## src/rtl/bhq_pkg.sv

```systemverilog
package bhq_pkg;
  typedef enum logic [1:0] {WK_IDLE, WK_COMMIT, WK_SQUASH} walk_e;
  localparam int FL_USED_RS = 0;
  localparam int FL_CALL    = 1;
  localparam int FL_PUSHED  = 2;
  localparam int FL_RET     = 3;
  localparam int FL_IND     = 4;
  localparam int NFLAGS     = 5;
endpackage

```

## src/rtl/bhq_ring.sv

```systemverilog
// Circular record store: appends and drops at the young end, drops at the old end,
// and keeps a per-slot corrected mark.
module bhq_ring #(
  parameter int DEPTH = 16,
  parameter int W     = 8
) (
  input  logic         clk,
  input  logic         rst_n,
  input  logic         push_en,
  input  logic [W-1:0] push_rec,
  input  logic         pop_old,
  input  logic         pop_young,
  input  logic         mark_young,
  output logic [W-1:0] old_rec,
  output logic [W-1:0] young_rec,
  output logic         old_sq,
  output logic         young_sq,
  output logic         empty,
  output logic         full
);
  localparam int PTR_W = (DEPTH > 1) ? $clog2(DEPTH) : 1;
  localparam int CNT_W = $clog2(DEPTH + 1);

  logic [W-1:0]     mem [DEPTH];
  logic [DEPTH-1:0] sq_vec;
  logic [PTR_W-1:0] head, tail, yng;
  logic [CNT_W-1:0] cnt;

  function automatic logic [PTR_W-1:0] step_up(input logic [PTR_W-1:0] p);
    return (p == PTR_W'(DEPTH - 1)) ? '0 : PTR_W'(p + 1'b1);
  endfunction

  function automatic logic [PTR_W-1:0] step_dn(input logic [PTR_W-1:0] p);
    return (p == '0) ? PTR_W'(DEPTH - 1) : PTR_W'(p - 1'b1);
  endfunction

  assign yng = step_dn(tail);

  always_ff @(posedge clk) begin
    if (push_en) mem[tail] <= push_rec;
  end

  always_ff @(posedge clk) begin
    if (!rst_n) begin
      head <= '0;
      tail <= '0;
      cnt  <= '0;
    end else begin
      if (pop_old)        head <= step_up(head);
      if (push_en)        tail <= step_up(tail);
      else if (pop_young) tail <= yng;
      cnt <= cnt + CNT_W'(push_en) - CNT_W'(pop_old) - CNT_W'(pop_young);
    end
  end

  for (genvar i = 0; i < DEPTH; i++) begin : g_slot
    logic mark;
    always_ff @(posedge clk) begin
      if (!rst_n)                                    mark <= 1'b0;
      else if (push_en && tail == PTR_W'(i))         mark <= 1'b0;
      else if (mark_young && yng == PTR_W'(i))       mark <= 1'b1;
    end
    assign sq_vec[i] = mark;
  end

  assign old_rec   = mem[head];
  assign young_rec = mem[yng];
  assign old_sq    = sq_vec[head];
  assign young_sq  = sq_vec[yng];
  assign empty     = (cnt == '0);
  assign full      = (cnt == CNT_W'(DEPTH));
endmodule

```

## src/rtl/bhq_walk.sv

```systemverilog
// Command sequencer: one record per cycle from the chosen end until the compare fails.
module bhq_walk
  import bhq_pkg::*;
#(
  parameter int SEQ_W = 16
) (
  input  logic             clk,
  input  logic             rst_n,
  input  logic             sq_valid,
  input  logic [SEQ_W-1:0] sq_seq,
  input  logic             sq_mispred,
  input  logic             sq_taken,
  input  logic             cm_valid,
  input  logic [SEQ_W-1:0] cm_seq,
  input  logic             empty,
  input  logic [SEQ_W-1:0] old_seq,
  input  logic [SEQ_W-1:0] young_seq,
  output logic             idle,
  output logic             pop_old,
  output logic             pop_young,
  output logic             mark_young,
  output logic             act_taken
);
  walk_e            st;
  logic [SEQ_W-1:0] tgt;
  logic             misp;

  assign idle = (st == WK_IDLE);

  always_comb begin
    pop_old    = 1'b0;
    pop_young  = 1'b0;
    mark_young = 1'b0;
    case (st)
      WK_COMMIT: pop_old = !empty && (old_seq <= tgt);
      WK_SQUASH: begin
        pop_young  = !empty && (young_seq > tgt);
        mark_young = !pop_young && misp && !empty;
      end
      default: ;
    endcase
  end

  always_ff @(posedge clk) begin
    if (!rst_n) begin
      st        <= WK_IDLE;
      tgt       <= '0;
      misp      <= 1'b0;
      act_taken <= 1'b0;
    end else begin
      case (st)
        WK_IDLE: begin
          if (sq_valid) begin
            st        <= WK_SQUASH;
            tgt       <= sq_seq;
            misp      <= sq_mispred;
            act_taken <= sq_taken;
          end else if (cm_valid) begin
            st  <= WK_COMMIT;
            tgt <= cm_seq;
          end
        end
        WK_COMMIT: if (!pop_old)   st <= WK_IDLE;
        WK_SQUASH: if (!pop_young) st <= WK_IDLE;
        default:   st <= WK_IDLE;
      endcase
    end
  end
endmodule

```

## src/rtl/bhq_top.sv

```systemverilog
module bhq_top
  import bhq_pkg::*;
#(
  parameter int DEPTH = 16,
  parameter int SEQ_W = 16,
  parameter int PC_W  = 32,
  parameter int TID_W = 2,
  parameter int RSI_W = 4
) (
  input  logic             clk,
  input  logic             rst_n,
  input  logic             push_valid,
  output logic             push_ready,
  input  logic [SEQ_W-1:0] push_seq,
  input  logic [PC_W-1:0]  push_pc,
  input  logic             push_taken,
  input  logic [TID_W-1:0] push_tid,
  input  logic             push_rs_used,
  input  logic [RSI_W-1:0] push_rs_idx,
  input  logic [PC_W-1:0]  push_rs_val,
  input  logic             push_call,
  input  logic             push_rs_pushed,
  input  logic             push_ret,
  input  logic             push_ind,
  output logic             full,
  input  logic             cm_valid,
  output logic             cm_ready,
  input  logic [SEQ_W-1:0] cm_seq,
  input  logic             sq_valid,
  output logic             sq_ready,
  input  logic [SEQ_W-1:0] sq_seq,
  input  logic             sq_mispred,
  input  logic             sq_taken,
  output logic             train_valid,
  output logic             retsq_valid,
  output logic             drop_valid,
  output logic             rs_restore,
  output logic             rs_pop,
  output logic             fix_valid,
  output logic [SEQ_W-1:0] ev_seq,
  output logic [PC_W-1:0]  ev_pc,
  output logic             ev_taken,
  output logic [TID_W-1:0] ev_tid,
  output logic [NFLAGS-1:0] ev_flags,
  output logic [RSI_W-1:0] ev_rs_idx,
  output logic [PC_W-1:0]  ev_rs_val
);
  localparam int OFF_FL  = 0;
  localparam int OFF_RSV = OFF_FL + NFLAGS;
  localparam int OFF_RSI = OFF_RSV + PC_W;
  localparam int OFF_TID = OFF_RSI + RSI_W;
  localparam int OFF_TKN = OFF_TID + TID_W;
  localparam int OFF_PC  = OFF_TKN + 1;
  localparam int OFF_SEQ = OFF_PC + PC_W;
  localparam int REC_W   = OFF_SEQ + SEQ_W;

  logic [REC_W-1:0] in_rec, old_rec, young_rec, ev_rec;
  logic old_sq, young_sq, empty, idle, push_en;
  logic pop_old, pop_young, mark_young, act_taken;

  assign in_rec = {push_seq, push_pc, push_taken, push_tid, push_rs_idx, push_rs_val,
                   push_ind, push_ret, push_rs_pushed, push_call, push_rs_used};

  assign push_ready = idle && !full;
  assign push_en    = push_valid && push_ready;
  assign sq_ready   = idle;
  assign cm_ready   = idle && !sq_valid;

  bhq_ring #(.DEPTH(DEPTH), .W(REC_W)) u_ring (
    .clk, .rst_n, .push_en, .push_rec(in_rec), .pop_old, .pop_young, .mark_young,
    .old_rec, .young_rec, .old_sq, .young_sq, .empty, .full
  );

  bhq_walk #(.SEQ_W(SEQ_W)) u_walk (
    .clk, .rst_n, .sq_valid, .sq_seq, .sq_mispred, .sq_taken, .cm_valid, .cm_seq,
    .empty,
    .old_seq(old_rec[OFF_SEQ +: SEQ_W]),
    .young_seq(young_rec[OFF_SEQ +: SEQ_W]),
    .idle, .pop_old, .pop_young, .mark_young, .act_taken
  );

  logic y_used, y_call, y_pushed;
  assign y_used   = young_rec[OFF_FL + FL_USED_RS];
  assign y_call   = young_rec[OFF_FL + FL_CALL];
  assign y_pushed = young_rec[OFF_FL + FL_PUSHED];

  always_ff @(posedge clk) begin
    if (!rst_n) begin
      train_valid <= 1'b0;
      retsq_valid <= 1'b0;
      drop_valid  <= 1'b0;
      rs_restore  <= 1'b0;
      rs_pop      <= 1'b0;
      fix_valid   <= 1'b0;
      ev_rec      <= '0;
      ev_taken    <= 1'b0;
    end else begin
      train_valid <= pop_old && !old_sq;
      retsq_valid <= pop_old && old_sq;
      drop_valid  <= pop_young;
      rs_restore  <= pop_young && y_used;
      rs_pop      <= pop_young && !y_used && y_call && y_pushed;
      fix_valid   <= mark_young;
      if (pop_old) begin
        ev_rec   <= old_rec;
        ev_taken <= old_rec[OFF_TKN];
      end else if (pop_young || mark_young) begin
        ev_rec   <= young_rec;
        ev_taken <= mark_young ? act_taken : young_rec[OFF_TKN];
      end
    end
  end

  assign ev_seq    = ev_rec[OFF_SEQ +: SEQ_W];
  assign ev_pc     = ev_rec[OFF_PC  +: PC_W];
  assign ev_tid    = ev_rec[OFF_TID +: TID_W];
  assign ev_rs_idx = ev_rec[OFF_RSI +: RSI_W];
  assign ev_rs_val = ev_rec[OFF_RSV +: PC_W];
  assign ev_flags  = ev_rec[OFF_FL  +: NFLAGS];
endmodule

```

## config.mk

```make
export PLATFORM = sky130hd
export DESIGN_NAME = bhq_top
export DESIGN_NICKNAME = d
export VERILOG_FILES = /design/src/rtl/bhq_pkg.sv /design/src/rtl/bhq_ring.sv /design/src/rtl/bhq_walk.sv /design/src/rtl/bhq_top.sv
export SDC_FILE = /design/constraint.sdc
export NUM_CORES = 2
export LEC_CHECK = 0
export CORE_MARGIN = 4
export CORE_UTILIZATION = 45
export DETAILED_ROUTE_END_ITERATION = 8
export PLACE_DENSITY = 0.64
export SKIP_CTS_REPAIR_TIMING = 1
export SYNTH_ARGS = -nofsm -noshare
export SYNTH_HDL_FRONTEND = slang
export SYNTH_SLANG_ARGS = --single-unit
```

## constraint.sdc

```tcl
create_clock -name clk -period 10.1 [get_ports clk]
set_clock_uncertainty 0.05 [all_clocks]
set_input_delay 2.02 -clock clk [delete_from_list [all_inputs] [get_ports clk]]
set_output_delay 2.02 -clock clk [all_outputs]
set_load 0.02 [all_outputs]
```

# [Word-level counts from Yosys, hierarchy flattened]
# Memories as Yosys holds them, arrays and structs flattened. A register that Yosys moved wholly into a read port is not among the register bits.
# Index checks and enable logic that the tools add are counted.
[totals] ram_bits=1472 latchBits=0 in_bits=131 output_inout_bits=102 ff_bits=148 elab_cells=183 mem_count=1 mem_bits_ro=0
[mem_list] memory="u_ring.mem" words=16 width=92 rd=2 rd_ports_with_merged_regs=1 write_ports=1 line="bhq_ring.sv:24" text="logic [W-1:0] mem [DEPTH];"
[classes] bitwise=1 eq_ne=37 shifts=0 add_sub_neg=6 order_cmp=3 n_div=0 muxes=26 reduce_logical=78 n_mul=0
[op_table] operator="two-way mux 92 bit" count=2
[op_table] operator="== test 4 bit (second input constant)" count=17
[op_table] operator="logical AND 1 bit" count=45
[op_table] operator="== test 4 x 3 -> 1 bit (second input constant)" count=8
[op_table] operator="two-way mux 16 bit" count=2
[op_table] operator="OR reduction 2 bit" count=16
[op_table] operator="two-way mux 4 bit" count=7
[op_table] operator="== test 4 x 2 -> 1 bit (second input constant)" count=4
[op_table] operator="greater-than comparator 16 bit" count=1
[op_table] operator="<= comparator 16 bit" count=1
[op_table] operator="subtractor 5 x 1 -> 5 bit" count=2
[op_table] operator="two-way mux 1 bit" count=9
[op_table] operator="adder 4 x 1 -> 4 bit (second input constant)" count=2
[op_table] operator="== test 4 x 1 -> 1 bit (second input constant)" count=2
[op_table] operator="zero test 4 bit" count=2
[op_table] operator="two-way mux 2 bit" count=4
[op_table] operator="zero test 1 bit" count=6
[op_table] operator="one-hot mux 2 bit (3 select lines)" count=1
[op_table] operator="nonzero test 2 bit" count=3
[op_table] operator="adder 5 x 1 -> 5 bit" count=1
[op_table] operator="== test 5 bit (second input constant)" count=1
[op_table] operator="zero test 5 bit" count=1
[op_table] operator="< comparator 4 x 5 -> 1 bit (second input constant)" count=1
[op_table] operator="binary-select mux 1 bit (select 4 bit)" count=1
[op_table] operator="10 further kinds" count=12

# [Logic depth before layout (Yosys ltp)]
# An unclocked memory read counts as a cell.
[depth] ltp_word=12 ltp_mapped=26 ltp_nobuf=22

# [Cells and area by module]
# From an unflattened synthesis, not the netlist that was laid out.
[hier_totals] hier_cells=3652 hier_area_um2=73659.4
[by_module_without_submodules] mod="bhq_ring" cells_each=3029 n_inst=1 area_each_um2=67474.7 seq_area_each_um2=44863.0
[by_module_without_submodules] mod="bhq_top" cells_each=431 n_inst=1 area_each_um2=4533.1 seq_area_each_um2=1961.9
[by_module_without_submodules] mod="bhq_walk" cells_each=192 n_inst=1 area_each_um2=1651.6 seq_area_each_um2=400.4

# [Worst setup path after synthesis]
# OpenSTA, ideal clock, no wires.
[synth_path] kind="input-to-reg" start="input push_valid" end="memory u_ring.mem[7][0] (netlist name) (enable)" n_path_buf=1 setup_time_ps=544 setup_slack_ps=3035 required_ps=9506 path_stages=4 arrival_time_ps=6472 path_cell_list="and2_1 clkbuf_1 nand2_1 nor2_1"
[synth_via] elab_chain_cells=3
[synth_lines] item="from (decl)" line="bhq_top.sv:12" text="input logic push_valid,"
[synth_lines] item="logical AND 1 bit" line="bhq_top.sv:65" text="assign push_en = push_valid && push_ready;"
[synth_lines] item="two-way mux 1 bit" line="bhq_ring.sv:40" text="if (push_en) mem[tail] <= push_rec;"
[synth_lines] item="two-way mux 1 bit (not written as such)" line="bhq_ring.sv:40"
[synth_lines] item="to (decl)" line="bhq_ring.sv:24"
# No other way between the ends.

# [Final worst setup path]
[layout_path] start="register u_ring.tail[0]" end="register u_ring.cnt[4]"
[layout_via] elab_chain_cells=7 elab_cells_between_ends=8 cone_classes="2 x add/sub; 1 x order compare; 2 x mux; 2 x reduce/logical; 1 x memory"
[layout_lines] item="from (decl)" line="bhq_ring.sv:26" text="logic [PTR_W-1:0] head, tail, yng;"
[layout_lines] item="from (signal assigned)" line="bhq_ring.sv:50" text="if (push_en) tail <= step_up(tail);"
[layout_lines] item="from (signal assigned)" line="bhq_ring.sv:51" text="else if (pop_young) tail <= yng;"
[layout_lines] item="subtractor 4 x 1 -> 4 bit / zero test 4 bit (equally long branches)" line="bhq_ring.sv:34" text="return (p == '0) ? PTR_W'(DEPTH - 1) : PTR_W'(p - 1'b1);"
[layout_lines] item="two-way mux 4 bit (*)" line="bhq_ring.sv:34"
[layout_lines] item="memory (16 x 92 bit) (*)"
[layout_lines] item="greater-than comparator 16 bit (*)" line="bhq_walk.sv:37" text="pop_young = !empty && (young_seq > tgt);"
[layout_lines] item="logical AND 1 bit (*)" line="bhq_walk.sv:37"
[layout_lines] item="two-way mux 1 bit (*)" line="bhq_walk.sv:34" text="case (st)"
[layout_lines] item="via pop_young" line="bhq_top.sv:59" text="logic pop_old, pop_young, mark_young, act_taken;"
[layout_lines] item="subtractor 5 x 1 -> 5 bit (*)" line="bhq_ring.sv:52" text="cnt <= cnt + CNT_W'(push_en) - CNT_W'(pop_old) - CNT_W'(pop_young);"
[layout_lines] item="to (signal assigned)" line="bhq_ring.sv:52"
[layout_lines] item="to (decl)" line="bhq_ring.sv:27" text="logic [CNT_W-1:0] cnt;"
# Mark *: on every way through the listed nets, which the timed path passes. The rest lies on a longest branch.
# A chain may end at the register's enable or synchronous reset.

==> impl_metrics.toml <==
[sta]
rsz0062_at_grt = "no"
setup_tns_ps = 0
tightest_slew_ps = 1421
maxSlewViolCount = 0
fin_crit_sh_pct = 69.88
setup_viol = 0
whs_ps = 428.3
relSlewSlack_pct = 5.012
final-hold-violation-count = 0
setup_ws_ps = 3042
period_needed_ps = 7058
fmax_mhz = 141.7

[power_and_ir_drop]
power_frac_seq_pct = 37.9
vdd.ir_drop.worst_mv = 0.3535
power_density_mw_per_mm2 = 258.4
p_clk_share_pct = 28.6
p_leak_nw = 24.76
swShare_pct = 32.93
p_sw_mw = 7.063
power.internal_mw = 14.38
comb_power_share_pct = 33.5

[drt]
drc_errors = 0
vias = 40520
drtAntennaViolNets = 0
wl_per_cell_microns = 34.21
avgViaCountPerCell = 6.755
routed_wl_microns = 205200
drt-pass1-iter-count = 6
drtIter0Drc = 5602

[clocking]
cts-root-buf = "clkbuf_16"
clock-sinks = 1623
cts.clk_slew.worst_paths_ps = 60
cts_buffers = 169
cts_max_path_buffers = 3
htree_num_levels = 4
cts_tree = "built"
clk_latency_ps = 800

[hold_path]
holdCritStartpoint = "u_walk.act_taken"
min_path_cells = 2
hold_path_end = "u_walk.act_taken"
holdCritPathClass = "flip-flop to flip-flop"

[floorplan]
die-area_sq_mm = 0.1678
io_pins = 233
num_rows = 147
die_h_microns = 409.6
start_util_pct = 45.25
die_width_microns = 409.6
core_sq_mm = 0.1604

[synth]
synthesis.nets = 3646
yosysUniqueCellTypes = 63
synth_warnings = 0
syn_inst = 3468
syn_area_sq_mm = 0.07257
synthFlopType = "edfxtp_1"
synth_area_per_cell_sq_um = 20.93
synthArstFlopShare_pct = 0
ys_ff_latch = 1623
synth_edf_count = 1472
ys_seq_area_share_pct = 65.08

[global_route]
grt_start_max_net_pins = 129
grt_overflow = 0
grtUsageMet2_pct = 36.41
grt_pass1_wl_microns = 295000
met3_usage_pct = 6.785
antenna_found_initial = 27
grt_busiest_layer = "met2"
track_usage_pct = 24.34
grt_pass1_vias = 40900
grtUsageMet1_pct = 35.48

[worst_setup_path]
crit_type = "flip-flop to flip-flop"
rr_worst_depth = 22
worst_ep_arrival_time_ps = 7740
cp-end-kind = "flip-flop"
cp.required_ps = 10780
worstPathMaxFanout = 48
r2r-end = "u_ring.cnt[4]"
timing.rr.start = "u_ring.tail[0]"
reg2reg_setup_slack_ps = 3040
worst_setup_path_start_kind = "flip-flop"

[cells_and_area]
final_area_sq_mm = 0.08298
layout.cells.non_filler = 5998
drive_above_1_share_pct = 32.48
finalNetCount = 3859
fillerInstances = 12550
syn_to_final_growth_pct = 14.35

[placement]
pre_cts_ws_ps = 3015
dp_cells = 5670
routabilityCongestion = 0.8082
place_area_sq_mm = 0.07744
hpwl_microns = 106700
io_buffers = 232

[flow_run]
max-cap-violations = 0

[run_status]
status = "finished, final reports clean"
layout by cell type (no fill, tap or decap), types with 11 or more instances in the layout:
cell type	Yosys	routed
nor2_1	60	43
clkbuf_1	169	29
o22ai_1	31	30
clkinv_1	1	26
nand2_1	34	33
clkbuf_16	0	174
a211oi_1	18	18
bufinv_16	0	11
mux4_2	833	833
a221o_1	91	91
clkbuf_8	0	18
dfxtp_1	151	147
a21oi_1	33	32
diode_2	0	14
nor2_4	0	17
inv_1	33	33
edfxtp_1	1472	1472
a221oi_1	72	72
o221a_2	17	17
clkinv_2	0	36
mux2i_1	17	17
nor3_1	98	98
clkdlybuf4s50_1	0	232
buf_4	18	81
nor4_1	17	16
a22o_1	73	73
ha_1	45	44
synth_stat cells (all sizes together), types with 2 or more instances:
master  count  area share (%)
a221oi     73            0.89
fa          2           0.055
o221a      17            0.26
nor3b       5           0.052
o21a        2           0.021
o22ai      31            0.27
mux4      833              26
o211ai      2           0.021
nor4       17            0.15
nor2       60            0.31
inv        35            0.18
and2        5           0.043
nand4       4           0.034
ha         45            0.78
a22o       73            0.88
o31ai       6           0.069
edfxtp   1472              61
dfxtp     151             4.2
a22oi       8           0.083
and4        2           0.024
nor3       98            0.68
nand3       6           0.041
clkbuf    169            0.87
a221o      91             1.3
a21o        7           0.072
a21oi      33            0.23
nor2b       4           0.034
or2         3           0.026
a21boi      2           0.021
o21ba       2           0.028
nand2      34            0.18
a31oi       4           0.034
buf       112            0.79
a211oi     18            0.19
mux2i      18            0.25
o21ai       6           0.047
routing by layer:
| layer | wire length [microns] | vias to the layer above |
|---|---|---|
| met5 | 126 | - |
| met4 | 4894 | 18 |
| met3 | 21890 | 336 |
| met2 | 94250 | 2373 |
| met1 | 84040 | 21900 |
| li1 | - | 15890 |
through the flow:
stage | power (mW) | utilization [%]
final | 21.45 | 51.74
after global routing | 22.28 | 51.72
after CTS | 21.56 | 51.72
after detailed placement | 15.42 | 48.28
after global placement | 15.38 | 48.28
after floorplan | 12.90 | -
cells by family after synthesis:
family                     after synthesis  synth area share, %
DFF                                   1623                65.08
AOI/OAI and AO/OA                      382                4.457
buffers and inverters                  317                1.852
xor gates and xnor gates                 2              0.02414
adders and majority gates               47               0.8310
and+or+nand+nor                        245                1.640
muxes                                  852                26.12
power groups by stage:
stage,Clock [mW],Sequential [mW],Combinational (mW)
floorplan,0,8.28,4.63
global placement,0,8.24,7.14
detailed placement,0,8.26,7.16
CTS,6.25,8.12,7.18
global route,6.56,8.16,7.56
finish,6.14,8.12,7.18
how the worst max path moves through the flow:
| stage | cells past startpoint | start | end |
|---|---|---|---|
| after floorplan | 4 | push_valid | u_ring.mem[7][0] |
| after global placement | 22 | u_ring.tail[0] | u_ring.cnt[3] |
| after detailed placement | 22 | u_ring.tail[0] | u_ring.cnt[3] |
| after CTS | 22 | u_ring.tail[0] | u_ring.cnt[3] |
| after global routing | 22 | u_ring.tail[0] | u_ring.cnt[3] |
| final | 22 | u_ring.tail[0] | u_ring.cnt[4] |
flip-flops by register name, indices dropped and copies added (netlist names), 2 cells and up, named ones only:
register            flops
u_ring.g_slot.mark     16
ev_rec                 91
u_ring.cnt              5
u_ring.mem           1472
u_ring.head             4
u_walk.st               2
u_ring.tail             4
u_walk.tgt             16
final cells by class:
class | count | area, sq um | area share (%)
tap | 2160 | 2703 | 3.257
clock buffer | 221 | 4711 | 5.677
sequential | 1623 | 47240 | 56.93
multi-input combinational | 1528 | 24230 | 29.20
inverter | 36 | 135.1 | 0.1628
timing repair buffer | 323 | 3131 | 3.772
antenna | 14 | 35.03 | 0.04222
clock inverter | 93 | 800.8 | 0.9650
worst max-delay path, stage by stage, from the launching register on:
cell      delay [ps]
dfxtp_1          500
inv_1            230
ha_4             250
a31oi_4          950
buf_12           450
mux4_2           560
o22ai_1          190
nor2_1            90
ha_1             320
a41o_1           240
a21oi_1          130
o311ai_1         140
o31ai_2          540
or2_0            470
inv_2            150
fa_1             560
inv_1             50
ha_1             170
ha_1             210
a21oi_1          160
nor2_1            70
or3_1            340
a21oi_1          130
(Power assumes the default switching activity.)
